<file path="config.mk">
export PLATFORM = sky130hd
export DESIGN_NAME = psr_port_stripper
export DESIGN_NICKNAME = d
export VERILOG_FILES = /design/src/rtl/psr_pkg.sv /design/src/rtl/psr_head_rewrite.sv /design/src/rtl/psr_pkt_track.sv /design/src/rtl/psr_out_stage.sv /design/src/rtl/psr_port_stripper.sv
export SDC_FILE = /design/constraint.sdc
export NUM_CORES = 1
export LEC_CHECK = 0
export ABC_AREA = 1
export BUFFER_PORTS_ARGS = -buffer_cell sky130_fd_sc_hd__buf_2
export CAP_MARGIN = 0
export CORE_AREA = 2 2 77 79
export DETAILED_ROUTE_END_ITERATION = 7
export DIE_AREA = 0 0 79 81
export HOLD_SLACK_MARGIN = 0.02
export PLACE_DENSITY = 0.78
export SYNTH_ARGS = -nofsm -noshare
export SYNTH_HDL_FRONTEND = slang
export SYNTH_HIERARCHICAL = 1
export SYNTH_SLANG_ARGS = --single-unit
</file>
<file path="constraint.sdc">
create_clock -name clk -period 1.4 [get_ports clk]
set_input_delay 0.14 -clock clk [delete_from_list [all_inputs] [get_ports clk]]
set_output_delay 0.14 -clock clk [all_outputs]
set_load 0.05 [all_outputs]
</file>
<file path="src/rtl/psr_pkg.sv">
package psr_pkg;
  typedef enum logic {
    PH_SEEK_HEAD = 1'b0,
    PH_IN_BODY   = 1'b1
  } pkt_phase_e;
endpackage

</file>
<file path="src/rtl/psr_head_rewrite.sv">
module psr_head_rewrite #(
  parameter int FLIT_W     = 32,
  parameter int PORT_W     = 3,
  parameter int MAX_HOPS   = 6,
  parameter int LOCAL_PORT = 7
) (
  input  logic [FLIT_W-1:0]                 flit_i,
  output logic [FLIT_W-1:0]                 flit_o,
  output logic [PORT_W-1:0]                 port_o,
  output logic [$clog2(MAX_HOPS+1)-1:0]     cnt_o,
  output logic                              at_dest_o
);
  localparam int CNT_W     = $clog2(MAX_HOPS+1);
  localparam int ROUTE_W   = MAX_HOPS * PORT_W;
  localparam int CNT_LSB   = FLIT_W - CNT_W;
  localparam int ROUTE_LSB = CNT_LSB - ROUTE_W;

  function automatic logic [ROUTE_W-1:0] drop_front(input logic [ROUTE_W-1:0] r);
    return {r[ROUTE_W-PORT_W-1:0], {PORT_W{1'b0}}};
  endfunction

  function automatic logic [PORT_W-1:0] front_entry(input logic [ROUTE_W-1:0] r);
    return r[ROUTE_W-1 -: PORT_W];
  endfunction

  function automatic logic [CNT_W-1:0] one_less(input logic [CNT_W-1:0] c);
    return c - {{(CNT_W-1){1'b0}}, 1'b1};
  endfunction

  logic [CNT_W-1:0]   cnt;
  logic [ROUTE_W-1:0] route;

  assign cnt       = flit_i[FLIT_W-1 -: CNT_W];
  assign route     = flit_i[CNT_LSB-1 -: ROUTE_W];
  assign cnt_o     = cnt;
  assign at_dest_o = (cnt == '0);

  always_comb begin
    if (at_dest_o) begin
      port_o = PORT_W'(LOCAL_PORT);
      flit_o = flit_i;
    end else begin
      port_o = front_entry(route);
      flit_o = {one_less(cnt), drop_front(route), flit_i[ROUTE_LSB-1:0]};
    end
  end
endmodule

</file>
<file path="src/rtl/psr_pkt_track.sv">
module psr_pkt_track
  import psr_pkg::*;
#(
  parameter int PORT_W = 3
) (
  input  logic              clk,
  input  logic              rst_n,
  input  logic              accept_i,
  input  logic              last_i,
  input  logic [PORT_W-1:0] head_port_i,
  output logic              is_head_o,
  output logic [PORT_W-1:0] sel_port_o
);
  pkt_phase_e        phase_q;
  logic [PORT_W-1:0] hold_port_q;

  assign is_head_o  = (phase_q == PH_SEEK_HEAD);
  assign sel_port_o = is_head_o ? head_port_i : hold_port_q;

  always_ff @(posedge clk) begin
    if (!rst_n) begin
      phase_q     <= PH_SEEK_HEAD;
      hold_port_q <= '0;
    end else if (accept_i) begin
      if (is_head_o) hold_port_q <= head_port_i;
      phase_q <= last_i ? PH_SEEK_HEAD : PH_IN_BODY;
    end
  end

  // a packet's last flit re-arms head detection
  assert_new_head_after_last_R5: assert property (@(posedge clk) disable iff (!rst_n)
    (accept_i && last_i) |=> is_head_o);

  // port used for a body flit matches the port taken from its head
  assert_body_port_held_R4: assert property (@(posedge clk) disable iff (!rst_n)
    (accept_i && is_head_o && !last_i) |=> (sel_port_o == $past(head_port_i) || is_head_o));
endmodule

</file>
<file path="src/rtl/psr_out_stage.sv">
module psr_out_stage #(
  parameter int FLIT_W = 32,
  parameter int PORT_W = 3
) (
  input  logic              clk,
  input  logic              rst_n,
  input  logic              in_valid,
  output logic              in_ready,
  input  logic [FLIT_W-1:0] in_data,
  input  logic              in_last,
  input  logic [PORT_W-1:0] in_port,
  output logic              out_valid,
  input  logic              out_ready,
  output logic [FLIT_W-1:0] out_data,
  output logic              out_last,
  output logic [PORT_W-1:0] out_port
);
  logic              full_q;
  logic [FLIT_W-1:0] data_q;
  logic              last_q;
  logic [PORT_W-1:0] port_q;

  assign in_ready  = !full_q || out_ready;
  assign out_valid = full_q;
  assign out_data  = data_q;
  assign out_last  = last_q;
  assign out_port  = port_q;

  always_ff @(posedge clk) begin
    if (!rst_n) begin
      full_q <= 1'b0;
      data_q <= '0;
      last_q <= 1'b0;
      port_q <= '0;
    end else if (in_ready) begin
      full_q <= in_valid;
      if (in_valid) begin
        data_q <= in_data;
        last_q <= in_last;
        port_q <= in_port;
      end
    end
  end

  // stalled output is held steady
  assert_stall_hold_R6: assert property (@(posedge clk) disable iff (!rst_n)
    (out_valid && !out_ready) |=> (out_valid && $stable(out_data) && $stable(out_last) && $stable(out_port)));

  // no new flit is taken while the held one is stuck
  assert_no_overflow_R6: assert property (@(posedge clk) disable iff (!rst_n)
    (out_valid && !out_ready) |-> !in_ready);

  // downstream ready always opens the input
  assert_full_rate_R8: assert property (@(posedge clk) disable iff (!rst_n)
    out_ready |-> in_ready);
endmodule

</file>
<file path="src/rtl/psr_port_stripper.sv">
module psr_port_stripper #(
  parameter int FLIT_W     = 32,
  parameter int PORT_W     = 3,
  parameter int MAX_HOPS   = 6,
  parameter int LOCAL_PORT = 7
) (
  input  logic              clk,
  input  logic              rst_n,
  input  logic              in_valid,
  output logic              in_ready,
  input  logic [FLIT_W-1:0] in_data,
  input  logic              in_last,
  output logic              out_valid,
  input  logic              out_ready,
  output logic [FLIT_W-1:0] out_data,
  output logic              out_last,
  output logic [PORT_W-1:0] out_port
);
  localparam int CNT_W = $clog2(MAX_HOPS+1);

  logic [FLIT_W-1:0] head_flit;
  logic [PORT_W-1:0] head_port;
  logic [CNT_W-1:0]  head_cnt;
  logic              head_at_dest;
  logic              is_head;
  logic [PORT_W-1:0] sel_port;
  logic [FLIT_W-1:0] fwd_data;
  logic              accept;
  logic              head_fire;

  psr_head_rewrite #(
    .FLIT_W(FLIT_W), .PORT_W(PORT_W), .MAX_HOPS(MAX_HOPS), .LOCAL_PORT(LOCAL_PORT)
  ) u_rewrite (
    .flit_i(in_data), .flit_o(head_flit), .port_o(head_port),
    .cnt_o(head_cnt), .at_dest_o(head_at_dest)
  );

  psr_pkt_track #(.PORT_W(PORT_W)) u_track (
    .clk(clk), .rst_n(rst_n), .accept_i(accept), .last_i(in_last),
    .head_port_i(head_port), .is_head_o(is_head), .sel_port_o(sel_port)
  );

  assign accept    = in_valid && in_ready;
  assign head_fire = accept && is_head;
  assign fwd_data  = is_head ? head_flit : in_data;

  psr_out_stage #(.FLIT_W(FLIT_W), .PORT_W(PORT_W)) u_out (
    .clk(clk), .rst_n(rst_n),
    .in_valid(in_valid), .in_ready(in_ready), .in_data(fwd_data),
    .in_last(in_last), .in_port(sel_port),
    .out_valid(out_valid), .out_ready(out_ready), .out_data(out_data),
    .out_last(out_last), .out_port(out_port)
  );

  // stripped head leaves with a count one lower
  assert_count_decrement_R2: assert property (@(posedge clk) disable iff (!rst_n)
    (head_fire && !head_at_dest) |=> (out_valid && out_data[FLIT_W-1 -: CNT_W] == $past(head_cnt) - 1'b1));

  // stripped head steers to its front route entry
  assert_front_entry_port_R1: assert property (@(posedge clk) disable iff (!rst_n)
    (head_fire && !head_at_dest) |=> (out_port == $past(in_data[FLIT_W-CNT_W-1 -: PORT_W])));

  // arrived packet goes local, head unchanged
  assert_local_delivery_R3: assert property (@(posedge clk) disable iff (!rst_n)
    (head_fire && head_at_dest) |=> (out_port == PORT_W'(LOCAL_PORT) && out_data == $past(in_data)));

  // port never changes between flits of one packet
  assert_port_steady_in_packet_R4: assert property (@(posedge clk) disable iff (!rst_n)
    (out_valid && out_ready && !out_last) |=> (out_port == $past(out_port)));
endmodule

</file>
==> results of run 1 <==
critical path: cells and delay by family, from the launching register on:
family,cells,cell delay [ns]
buffers and inverters,2,0.43
flip-flops,1,0.35
AND/OR/NAND/NOR,1,0.10
flip-flops by register name, indices dropped and copies added (netlist names):
name / flops
u_track/hold_port_q: 3
u_out/out_last: 1
u_out/out_port: 3
u_out/out_valid: 1
u_out/out_data: 32
u_track/phase_q: 1
power groups by stage:
stage / Combinational [W] / Clock, W / Sequential [W]
final: 0.00107 / 0.000733 / 0.00131
after global routing: 0.00119 / 0.000811 / 0.00132
after CTS: 0.00107 / 0.000759 / 0.00131
after detailed placement: 0.00107 / 0 / 0.00134
after global placement: 0.00106 / 0 / 0.00134
after floorplan: 0.000580 / 0 / 0.00165
metal layers:
layer | part of all wire (%) | wire (um) | global-route usage, %
met5 | 0 | 0 | 0
met4 | 0.60 | 36 | 5.345
met3 | 4.3 | 260 | 3.444
met2 | 50 | 3026 | 34.83
met1 | 45 | 2724 | 23.33
path summary, 6_finish.rpt:
| kind | from | cells after the start | slack [ns] | end |
|---|---|---|---|---|
| worst max-delay path | u_out/out_valid | 3 | 0.09 | in_ready |
| worst min-delay path | in_last | 2 | 0.04 | u_track/phase_q |
| worst max register to register | u_track/phase_q | 8 | 0.17 | u_out/out_data[16] |
| worst min register to register | u_out/out_data[4] | 2 | 0.47 | u_out/out_data[4] |
cell type report:
cell class | instances | area [sq um] | share of cell area [%]
inverters | 55 | 221.5 | 7.103
multi-input cells | 330 | 1413 | 45.30
clock buffers | 8 | 80.08 | 2.568
repair buffers | 84 | 485.5 | 15.57
flip-flops and latches | 41 | 824.5 | 26.44
well taps | 75 | 93.84 | 3.010
per-stage QoR:
stage / setup WS, ns / cell area (sq um) / utilization (%) / hold slack [ns]
final: 0.09235 / 3118 / 54.94 / 0.04154
after global routing: 0.02636 / 3118 / 54.94 / 0.02742
after CTS: 0.01075 / 3108 / 54.76 / 0.02891
after detailed placement: -0.009521 / 3028 / 53.35 / 0.3402
after global placement: 0.05652 / 3028 / 53.35 / 0.3377
after floorplan: 0.02935 / 2823 / - / 0.2335
==> metrics.txt, run 1 <==
status complete, no violations; CTS H-tree lvls 2; fin. max-slew vios 0; Port Buffers 74; RSZ-0062 raised after global routing no; CP arrival roughly 1.2 ns; cell count after synthesis 470; Clk pin slew, worst setup/hold paths approximately 0.080 ns; largest net degree at the start of global routing 43; vias per cell 4.739; Worst path slowest cell dfxtp_4; placed insts just under 600; Overall Global Routing Usage 19.20%; share of layout cells above drive strength 1 20.27%; CTS-repair resized insts 0; die width around 79 um; Psw 0.001173 W; Net Sw Frac 37.66%; Tcrit/Tclk final between 90% and 100%; CP cell instances nand2_2 > buf_12 > buf_4; routed length per instance 10.20 um; Setup-failing EPs final 0; Crit Path Class flop to output pin; PnR Total Power around 0.0031 W; synth-to-layout area growth 10.61%; commonest non-fill, non-tap cell in the layout nand2_1; die area 6399 sq um; io pins 75; maximum vdd ir drop 546.4 uV; worst min-delay path class input port to flop; Slew HR a little under three quarters; Placer Congestion 0.8653; total vias in the final route approximately 2800; Pwr per Cell Area ~1000 nW/um^2; Synth Area per Inst approximately 6 sq um; Flop pwr share 42.1%; Nets 556; Max-Cap Viols 0; Worst Max-Slew Pin Slew 0.4326 ns; fin crit period 1.308 ns; Root Buffer clkbuf_8; # DRC 0; Starting DRT DRC Count 98; DP HPWL around 4.2 mm; global route overflow 0; CTS buffer count 5; antenna violations before repair 0; Core ar. 5675 sq um; internal power ~0.0019 W; Gate power share 34.4%; Crit. End Element output pin; WL final 6.047 mm; filler instances 626; initial core utilization 49.67%; final hold vios 0; fin cells 593; Critical Path Start Type flop; diodes inserted 0; clk sinks 41; clock latency on the worst-skew pair 0.29 ns; CP max FO 42; LEAKAGE 1.895 nW; Hold-fix buffers, CTS 0; TritonRoute pass-1 iters 6; clk buf depth 2; Cell Rows 28; Cell Area, Synth 2819 sq um; Clk network pwr share between 20% and 30%; vias in the first global route 2377; Antenna Nets Post-Route 0; Die H ~81 um; slowest stage delay, CP 0.35 ns; most frequent cells in the layout 174 x nand2_1, 73 x buf_2, 56 x nand3_1, 52 x inv_1, 47 x nor2_1; first-pass GRT wire length 10.06 mm; CP required 1.26 ns; postcts setup bufs 0; max frequency 764.7 MHz; Setup TNS Final 0 ns; Syn. warnings 6; clock skew between 0.009 and 0.01 ns; syn nets 509; TritonCTS clock tree done
Power figures use the tool's default switching activity.
==> run 2, diff against run 1 <==
--- a/config.mk
+++ b/config.mk
@@ -5,15 +5,13 @@
 export SDC_FILE = /design/constraint.sdc
 export NUM_CORES = 1
 export LEC_CHECK = 0
-export ABC_AREA = 1
-export BUFFER_PORTS_ARGS = -buffer_cell sky130_fd_sc_hd__buf_2
 export CAP_MARGIN = 0
-export CORE_AREA = 2 2 77 79
+export CORE_AREA = 2 2 60 62
 export DETAILED_ROUTE_END_ITERATION = 7
-export DIE_AREA = 0 0 79 81
+export DIE_AREA = 0 0 62 64
+export DONT_BUFFER_PORTS = 1
 export HOLD_SLACK_MARGIN = 0.02
-export PLACE_DENSITY = 0.78
+export PLACE_DENSITY = 0.68
 export SYNTH_ARGS = -nofsm -noshare
 export SYNTH_HDL_FRONTEND = slang
-export SYNTH_HIERARCHICAL = 1
 export SYNTH_SLANG_ARGS = --single-unit
==> run 2 against run 1 <==
Effect of this change: the run now ends with negative hold slack left; worst hold slack lost 0.091 ns; first-iteration DRC count shrank 34%; die area shrank 38%; combinational power shrank 28%; sequential power shrank 8%; clock skew shrank 0.0013 ns; highest routed layer unchanged; maximum frequency shrank 5.0%.
==> metrics.txt, run 2 <==
Syn. warnings 0 (was 6); Synth top area share 43.80%; synth-to-layout area growth 35.37% (was 10.61%); Pwr per Cell Area 1062 nW/um^2 (was 999.3 nW/um^2); cell count after synthesis 199 (was 470); TritonRoute pass-1 iters 4 (was 6); biggest area consumer among synthesized cells dfxtp_1; max frequency 726.2 MHz (was 764.7 MHz); Root Buffer clkbuf_4 (was clkbuf_8); clock latency on the worst-skew pair 0.33 ns (was 0.29 ns); share of layout cells above drive strength 1 24.90% (was 20.27%); global route overflow 0 (unchanged); Antenna Nets Post-Route 0 (unchanged); Worst Max-Slew Pin Slew 0.5912 ns (was 0.4326 ns); Overall Global Routing Usage 25.10% (was 19.20%); CTS H-tree lvls 2 (unchanged); clk sinks 38 (was 41); count of unique library cells instantiated by Yosys 29; main combinational cell family by area after synthesis compound AO/OA/AOI/OAI gates; first-pass GRT wire length 7.507 mm (was 10.06 mm); PnR Total Power 0.002498 W (was 0.003116 W); final hold vios 16 (was 0); clock skew 0.008613 ns (was 0.009897 ns); fin cells 303 (was 593); syn nets 238 (was 509); vias in the first global route 1615 (was 2377); Crit Path Class flop to flop (was flop to output pin); Cell Area, Synth 1737 sq um (was 2819 sq um); worst hold slack -0.04965 ns (was 0.04154 ns); CP max FO 20 (was 42); maximum vdd ir drop 644.2 uV (was 546.4 uV); Nets 296 (was 556); filler instances 268 (was 626); Synth Flop Type dfxtp_1; asr flop ratio synth 0%; antenna violations before repair 0 (unchanged); fin crit period 1.377 ns (was 1.308 ns); WL final 4.817 mm (was 6.047 mm); TritonCTS clock tree done (unchanged); Cell Rows 21 (was 28); commonest non-fill, non-tap cell in the layout buf_4 (was nand2_1); CP Launch Point u_track.phase_q (was u_out/out_valid); Reg2Reg Capture Point u_out.out_data[31] (was u_out/out_data[16]); diodes inserted 0 (unchanged); RSZ-0062 raised after global routing no (unchanged); Setup-failing EPs final 0 (unchanged); total vias in the final route 1776 (was 2810); Core ar. 3284 sq um (was 5675 sq um); die area 3968 sq um (was 6399 sq um); Crit. End Element flop (was output pin); r2r setup slk 0.02 ns (was 0.17 ns); Synth Area in Simple Gates a little over an eighth; CP required 1.65 ns (was 1.26 ns); largest net degree at the start of global routing 36 (was 43); most frequent cell after synthesis dfxtp_1; placed insts 273 (was 585); CP endpoint u_out.out_data[31] (was in_ready); Slew HR 60.41% (was 71.16%); fin. max-slew vios 0 (unchanged); Synth Area in Compound Gates 31.77%; Worst Hold Path Cells 2 (unchanged); Port Buffers 0 (was 74); most frequent cells in the layout 46 x buf_4, 37 x dfxtp_1, 34 x a21oi_1, 32 x nand3_1, 24 x o21ai_0 (was 174 x nand2_1, 73 x buf_2, 56 x nand3_1, 52 x inv_1, 47 x nor2_1); # DRC 0 (unchanged); Finished Cell Area 2351 sq um (was 3118 sq um); DP HPWL 3.235 mm (was 4.230 mm); adder-cell area share of the yosys netlist 1.441%; EDFF count, synth 0; Starting DRT DRC Count 65 (was 98); CP arrival 1.63 ns (was 1.17 ns); #FFs+latches synth 38; clk buf depth 2 (unchanged); initial core utilization 52.88% (was 49.67%); routed length per instance 15.90 um (was 10.20 um); io pins 75 (unchanged); Tcrit/Tclk final 98.37% (was 93.40%); Synth Area per Inst 8.727 sq um (was 5.998 sq um); die width 62 um (was 79 um); worst min-delay path class input port to flop (unchanged); sequential-to-total area share from yosys stat a little over two fifths; Placer Congestion 0.8389 (was 0.8653); synth cell count leaders 38 x dfxtp_1, 34 x a21oi_1, 32 x nand3_1; post-synthesis xor/xnor area fraction 0%; Clk pin slew, worst setup/hold paths 0.11 ns (was 0.08 ns); Critical Path Start Type flop (unchanged); largest cells by area after synthesis dfxtp_1 44%, a21oi_1 9.8%, nand3_1 9.2%; Die H 64 um (was 81 um); status finished, violations left (was complete, no violations); max FFs per register 32 (unchanged); reg2reg path depth 3 (was 8); LEAKAGE 0.9515 nW (was 1.895 nW); failing checks negative hold slack; multiplexer share of the synthesized area 0%; worst r2r src u_track.phase_q (was u_track/phase_q); Max-Cap Viols 0 (unchanged); vias per cell 5.861 (was 4.739); Cell Area, Placed 2072 sq um (was 3028 sq um); CTS buffer count 5 (unchanged)
## run 2: cell type report
class / instances / area [sq um] / area share [%]
timing repair buffer: 72 / 635.6 / 27.04
clock buffer: 7 / 45.04 / 1.916
multi-input combinational: 133 / 813.3 / 34.59
sequential: 38 / 764.5 / 32.52
inverter: 7 / 35.03 / 1.490
tap: 46 / 57.56 / 2.448
## run 2: kinds of logic after synthesis
kind of cell,after synthesis
AND/OR/NAND/NOR,41
flip-flops,38
adder cells (fa/ha/maj),2
AO/OA/AOI/OAI,90
buffers and inverters,28
## run 2: routing by layer
metal | track usage (%) | share of wire (%) | wire (um) | vias up
li1 | - | - | - | 864
met1 | 31.21 | 40 | 1929 | 819
met2 | 39.84 | 50 | 2408 | 85
met3 | 8.907 | 8.5 | 409 | 8
met4 | 7.713 | 1.5 | 70 | 0
met5 | 0 | 0 | 0 | -
## run 2: power breakdown
group | switching [W] | leakage [nW] | internal [W] | total, W
clock network | 0.000331 | 0.0254 | 0.000190 | 0.000521
registers | 0.0000422 | 0.315 | 0.00116 | 0.00120
logic | 0.000497 | 0.611 | 0.000276 | 0.000773
total | 0.000870 | 0.951 | 0.00163 | 0.00250
## run 2: worst min-delay path by stage
stage,from,endpoint,slack (ns)
floorplan,in_data[0],u_out.out_data[0],0.30
global placement,rst_n,u_out.out_port[2],0.28
detailed placement,rst_n,u_track.phase_q,0.28
global route,in_valid,u_out.out_data[7],-0.09
CTS,in_valid,u_out.out_data[7],-0.06
finish,in_valid,u_out.out_data[2],-0.05
## run 2: per-stage QoR
stage,setup WS (ns),setup TNS (ns),util (%),hold WS [ns]
CTS,0.004009,0,71.16,-0.05618
global placement,0.01229,0,63.09,0.2829
global route,0.01261,0,71.58,-0.08554
floorplan,0.01123,0,-,0.3037
detailed placement,-0.09310,-0.7984,63.09,0.2791
finish,0.02289,0,71.58,-0.04965
## run 2: critical path, stage by stage, from the launching register on
cell      delay [ns]
dfxtp_1         0.35
buf_12          0.15
or4_4           0.53
a311oi_2        0.26
## run 2: timing repair
item | 4_1_cts | 5_1_grt
buffers inserted | 0 | 0
hold endpoints to repair | 38 | 28
endpoints found under the setup margin | 0 | 10
hold buffers | 22 | 1
gates resized for setup | 0 | 1
==> run 3, diff against run 2 <==
--- a/config.mk
+++ b/config.mk
@@ -11,7 +11,7 @@
 export DIE_AREA = 0 0 62 64
 export DONT_BUFFER_PORTS = 1
 export HOLD_SLACK_MARGIN = 0.02
-export PLACE_DENSITY = 0.68
+export PLACE_DENSITY = 0.72
 export SYNTH_ARGS = -nofsm -noshare
 export SYNTH_HDL_FRONTEND = slang
 export SYNTH_SLANG_ARGS = --single-unit
==> run 3 against run 2 <==
Effect of this change: the flow now finishes without violations; critical path depth is 3 higher; highest routed layer unchanged; count of clock-buffer cells in the layout is 1 lower; power is 22% higher; first-iteration DRC count grew to 2.7 times the previous value.
==> metrics.txt, run 3 (same netlist as run 2, synthesis figures left out) <==
Worst Hold End u_out.out_data[31] (was u_out.out_data[2]); CTS buffer count 5 (unchanged); CP required 1.68 ns (was 1.65 ns); clock skew 0.01780 ns (was 0.008613 ns); largest net degree at the start of global routing 33 (was 36); total vias in the final route 1945 (was 1776); reg2reg path depth 6 (was 3); share of layout cells above drive strength 1 28.52% (was 24.90%); synth-to-layout area growth 53.10% (was 35.37%); CP max FO 13 (was 20); routed length per instance 17.57 um (was 15.90 um); die area 3968 sq um (unchanged); most frequent cells in the layout 50 x buf_4, 37 x dfxtp_1, 34 x dlygate4sd3_1, 33 x a21oi_1, 32 x nand3_1 (was 46 x buf_4, 37 x dfxtp_1, 34 x a21oi_1, 32 x nand3_1, 24 x o21ai_0); Overall Global Routing Usage 29.86% (was 25.10%); Setup-failing EPs final 0 (unchanged); Max-Cap Viols 0 (unchanged); Finished Cell Area 2659 sq um (was 2351 sq um); Antenna Nets Post-Route 0 (unchanged); RSZ-0062 raised after global routing yes (was no); Nets 315 (was 296); maximum vdd ir drop 838.5 uV (was 644.2 uV); fin crit period 1.381 ns (was 1.377 ns); first-pass GRT wire length 8.811 mm (was 7.507 mm); Root Buffer clkbuf_4 (unchanged); antenna violations before repair 0 (unchanged); # DRC 0 (unchanged); Tcrit/Tclk final 98.65% (was 98.37%); fin. max-slew vios 0 (unchanged); CP arrival 1.66 ns (was 1.63 ns); Pwr per Cell Area 1148 nW/um^2 (was 1062 nW/um^2); Reg2Reg Capture Point u_out.out_data[5] (was u_out.out_data[31]); DP HPWL 3.502 mm (was 3.235 mm); Slew HR 59.55% (was 60.41%); io pins 75 (unchanged); Critical Path Start Type flop (unchanged); PnR Total Power 0.003052 W (was 0.002498 W); Crit Path Class flop to flop (unchanged); worst min-delay path class input port to flop (unchanged); die width 62 um (unchanged); status complete, no violations (was finished, violations left); CTS H-tree lvls 2 (unchanged); max frequency 724.1 MHz (was 726.2 MHz); Placer Congestion 0.8472 (was 0.8389); vias per cell 6.022 (was 5.861); Core ar. 3284 sq um (unchanged); Cell Rows 21 (unchanged); Cell Area, Placed 2074 sq um (was 2072 sq um); clk buf depth 2 (unchanged); global route overflow 0 (unchanged); Crit. End Element flop (unchanged); Clk pin slew, worst setup/hold paths 0.12 ns (was 0.11 ns); Die H 64 um (unchanged); TritonCTS clock tree done (unchanged); max FFs per register 32 (unchanged); TritonRoute pass-1 iters 5 (was 4); clock latency on the worst-skew pair 0.35 ns (was 0.33 ns); hold_sp in_data[31] (was in_valid); commonest non-fill, non-tap cell in the layout buf_4 (unchanged); WL final 5.674 mm (was 4.817 mm); Starting DRT DRC Count 173 (was 65); Worst Max-Slew Pin Slew 0.6041 ns (was 0.5912 ns); r2r setup slk 0.02 ns (about the same); worst hold slack 0.03108 ns (was -0.04965 ns); vias in the first global route 1925 (was 1615); clk sinks 38 (unchanged); initial core utilization 52.88% (unchanged); LEAKAGE 1.103 nW (was 0.9515 nW); Port Buffers 0 (unchanged); worst r2r src u_out.out_valid (was u_track.phase_q); Worst Hold Path Cells 2 (unchanged); final hold vios 0 (was 16); diodes inserted 0 (unchanged)
[run 3: worst max-delay path by stage]
stage | start | endpoint | slack (ns) | cells past startpoint
after floorplan | u_out.out_valid | u_out.out_port[0] | 0.01 | 4
final | u_out.out_valid | u_out.out_data[5] | 0.02 | 6
after global routing | u_out.out_valid | u_out.out_data[23] | -0.02 | 6
after global placement | in_data[29] | u_out.out_data[17] | 0.02 | 5
after CTS | u_out.out_valid | u_out.out_data[11] | 0.02 | 5
after detailed placement | in_data[30] | u_out.out_data[14] | -0.11 | 5
[run 3: metrics by stage]
| step | worst slack (ns) | TNS [ns] | cells | utilization, % |
|---|---|---|---|---|
| final | 0.01894 | 0 | 323 | 80.95 |
| after global placement | 0.01845 | 0 | 275 | 63.16 |
| after detailed placement | -0.1091 | -0.6994 | 275 | 63.16 |
| after global routing | -0.02179 | -0.05096 | 323 | 80.95 |
| after floorplan | 0.01123 | 0 | 199 | - |
| after CTS | 0.01511 | 0 | 321 | 79.16 |
[run 3: worst max-delay path, stage by stage (launching register included)]
cell and delay, ns:
dfxtp_4 0.36, nor2b_4 0.14, inv_4 0.06, buf_4 0.18
bufbuf_16 0.30, nand3_1 0.10, a21oi_1 0.18
[run 3: layout make-up]
cell class	instances	area (sq um)
repair buffers	91	850.8
inverters	7	33.78
multi-input cells	133	840.8
clock inverters	2	60.06
flip-flops and latches	38	764.5
well taps	46	57.56
fillers	211	625.6
clock buffers	6	51.30
[run 3: where the power goes]
group / leakage (nW) / total (W) / switching (W) / internal [W]
clock network: 0.0585 / 0.000976 / 0.000371 / 0.000605
registers: 0.315 / 0.00121 / 0.0000466 / 0.00116
logic: 0.729 / 0.000868 / 0.000542 / 0.000327
[run 3: routing by layer]
metal	vias up	share of wire (%)	global-route usage, %
li1	904	-	-
met1	917	38	33.16
met2	106	51	50.13
met3	18	7.8	8.907
met4	0	3.2	14.10
met5	-	0	0
[run 3: timing repair]
item                                    in CTS  in global routing
hold endpoints to repair                    38                  0
endpoints found under the setup margin       1                 19
resized for setup                            2                  9
pin swaps                                    0                  2
hold buffers                                35                  0
buffers inserted                             2                  3
gates cloned                                 1                  0
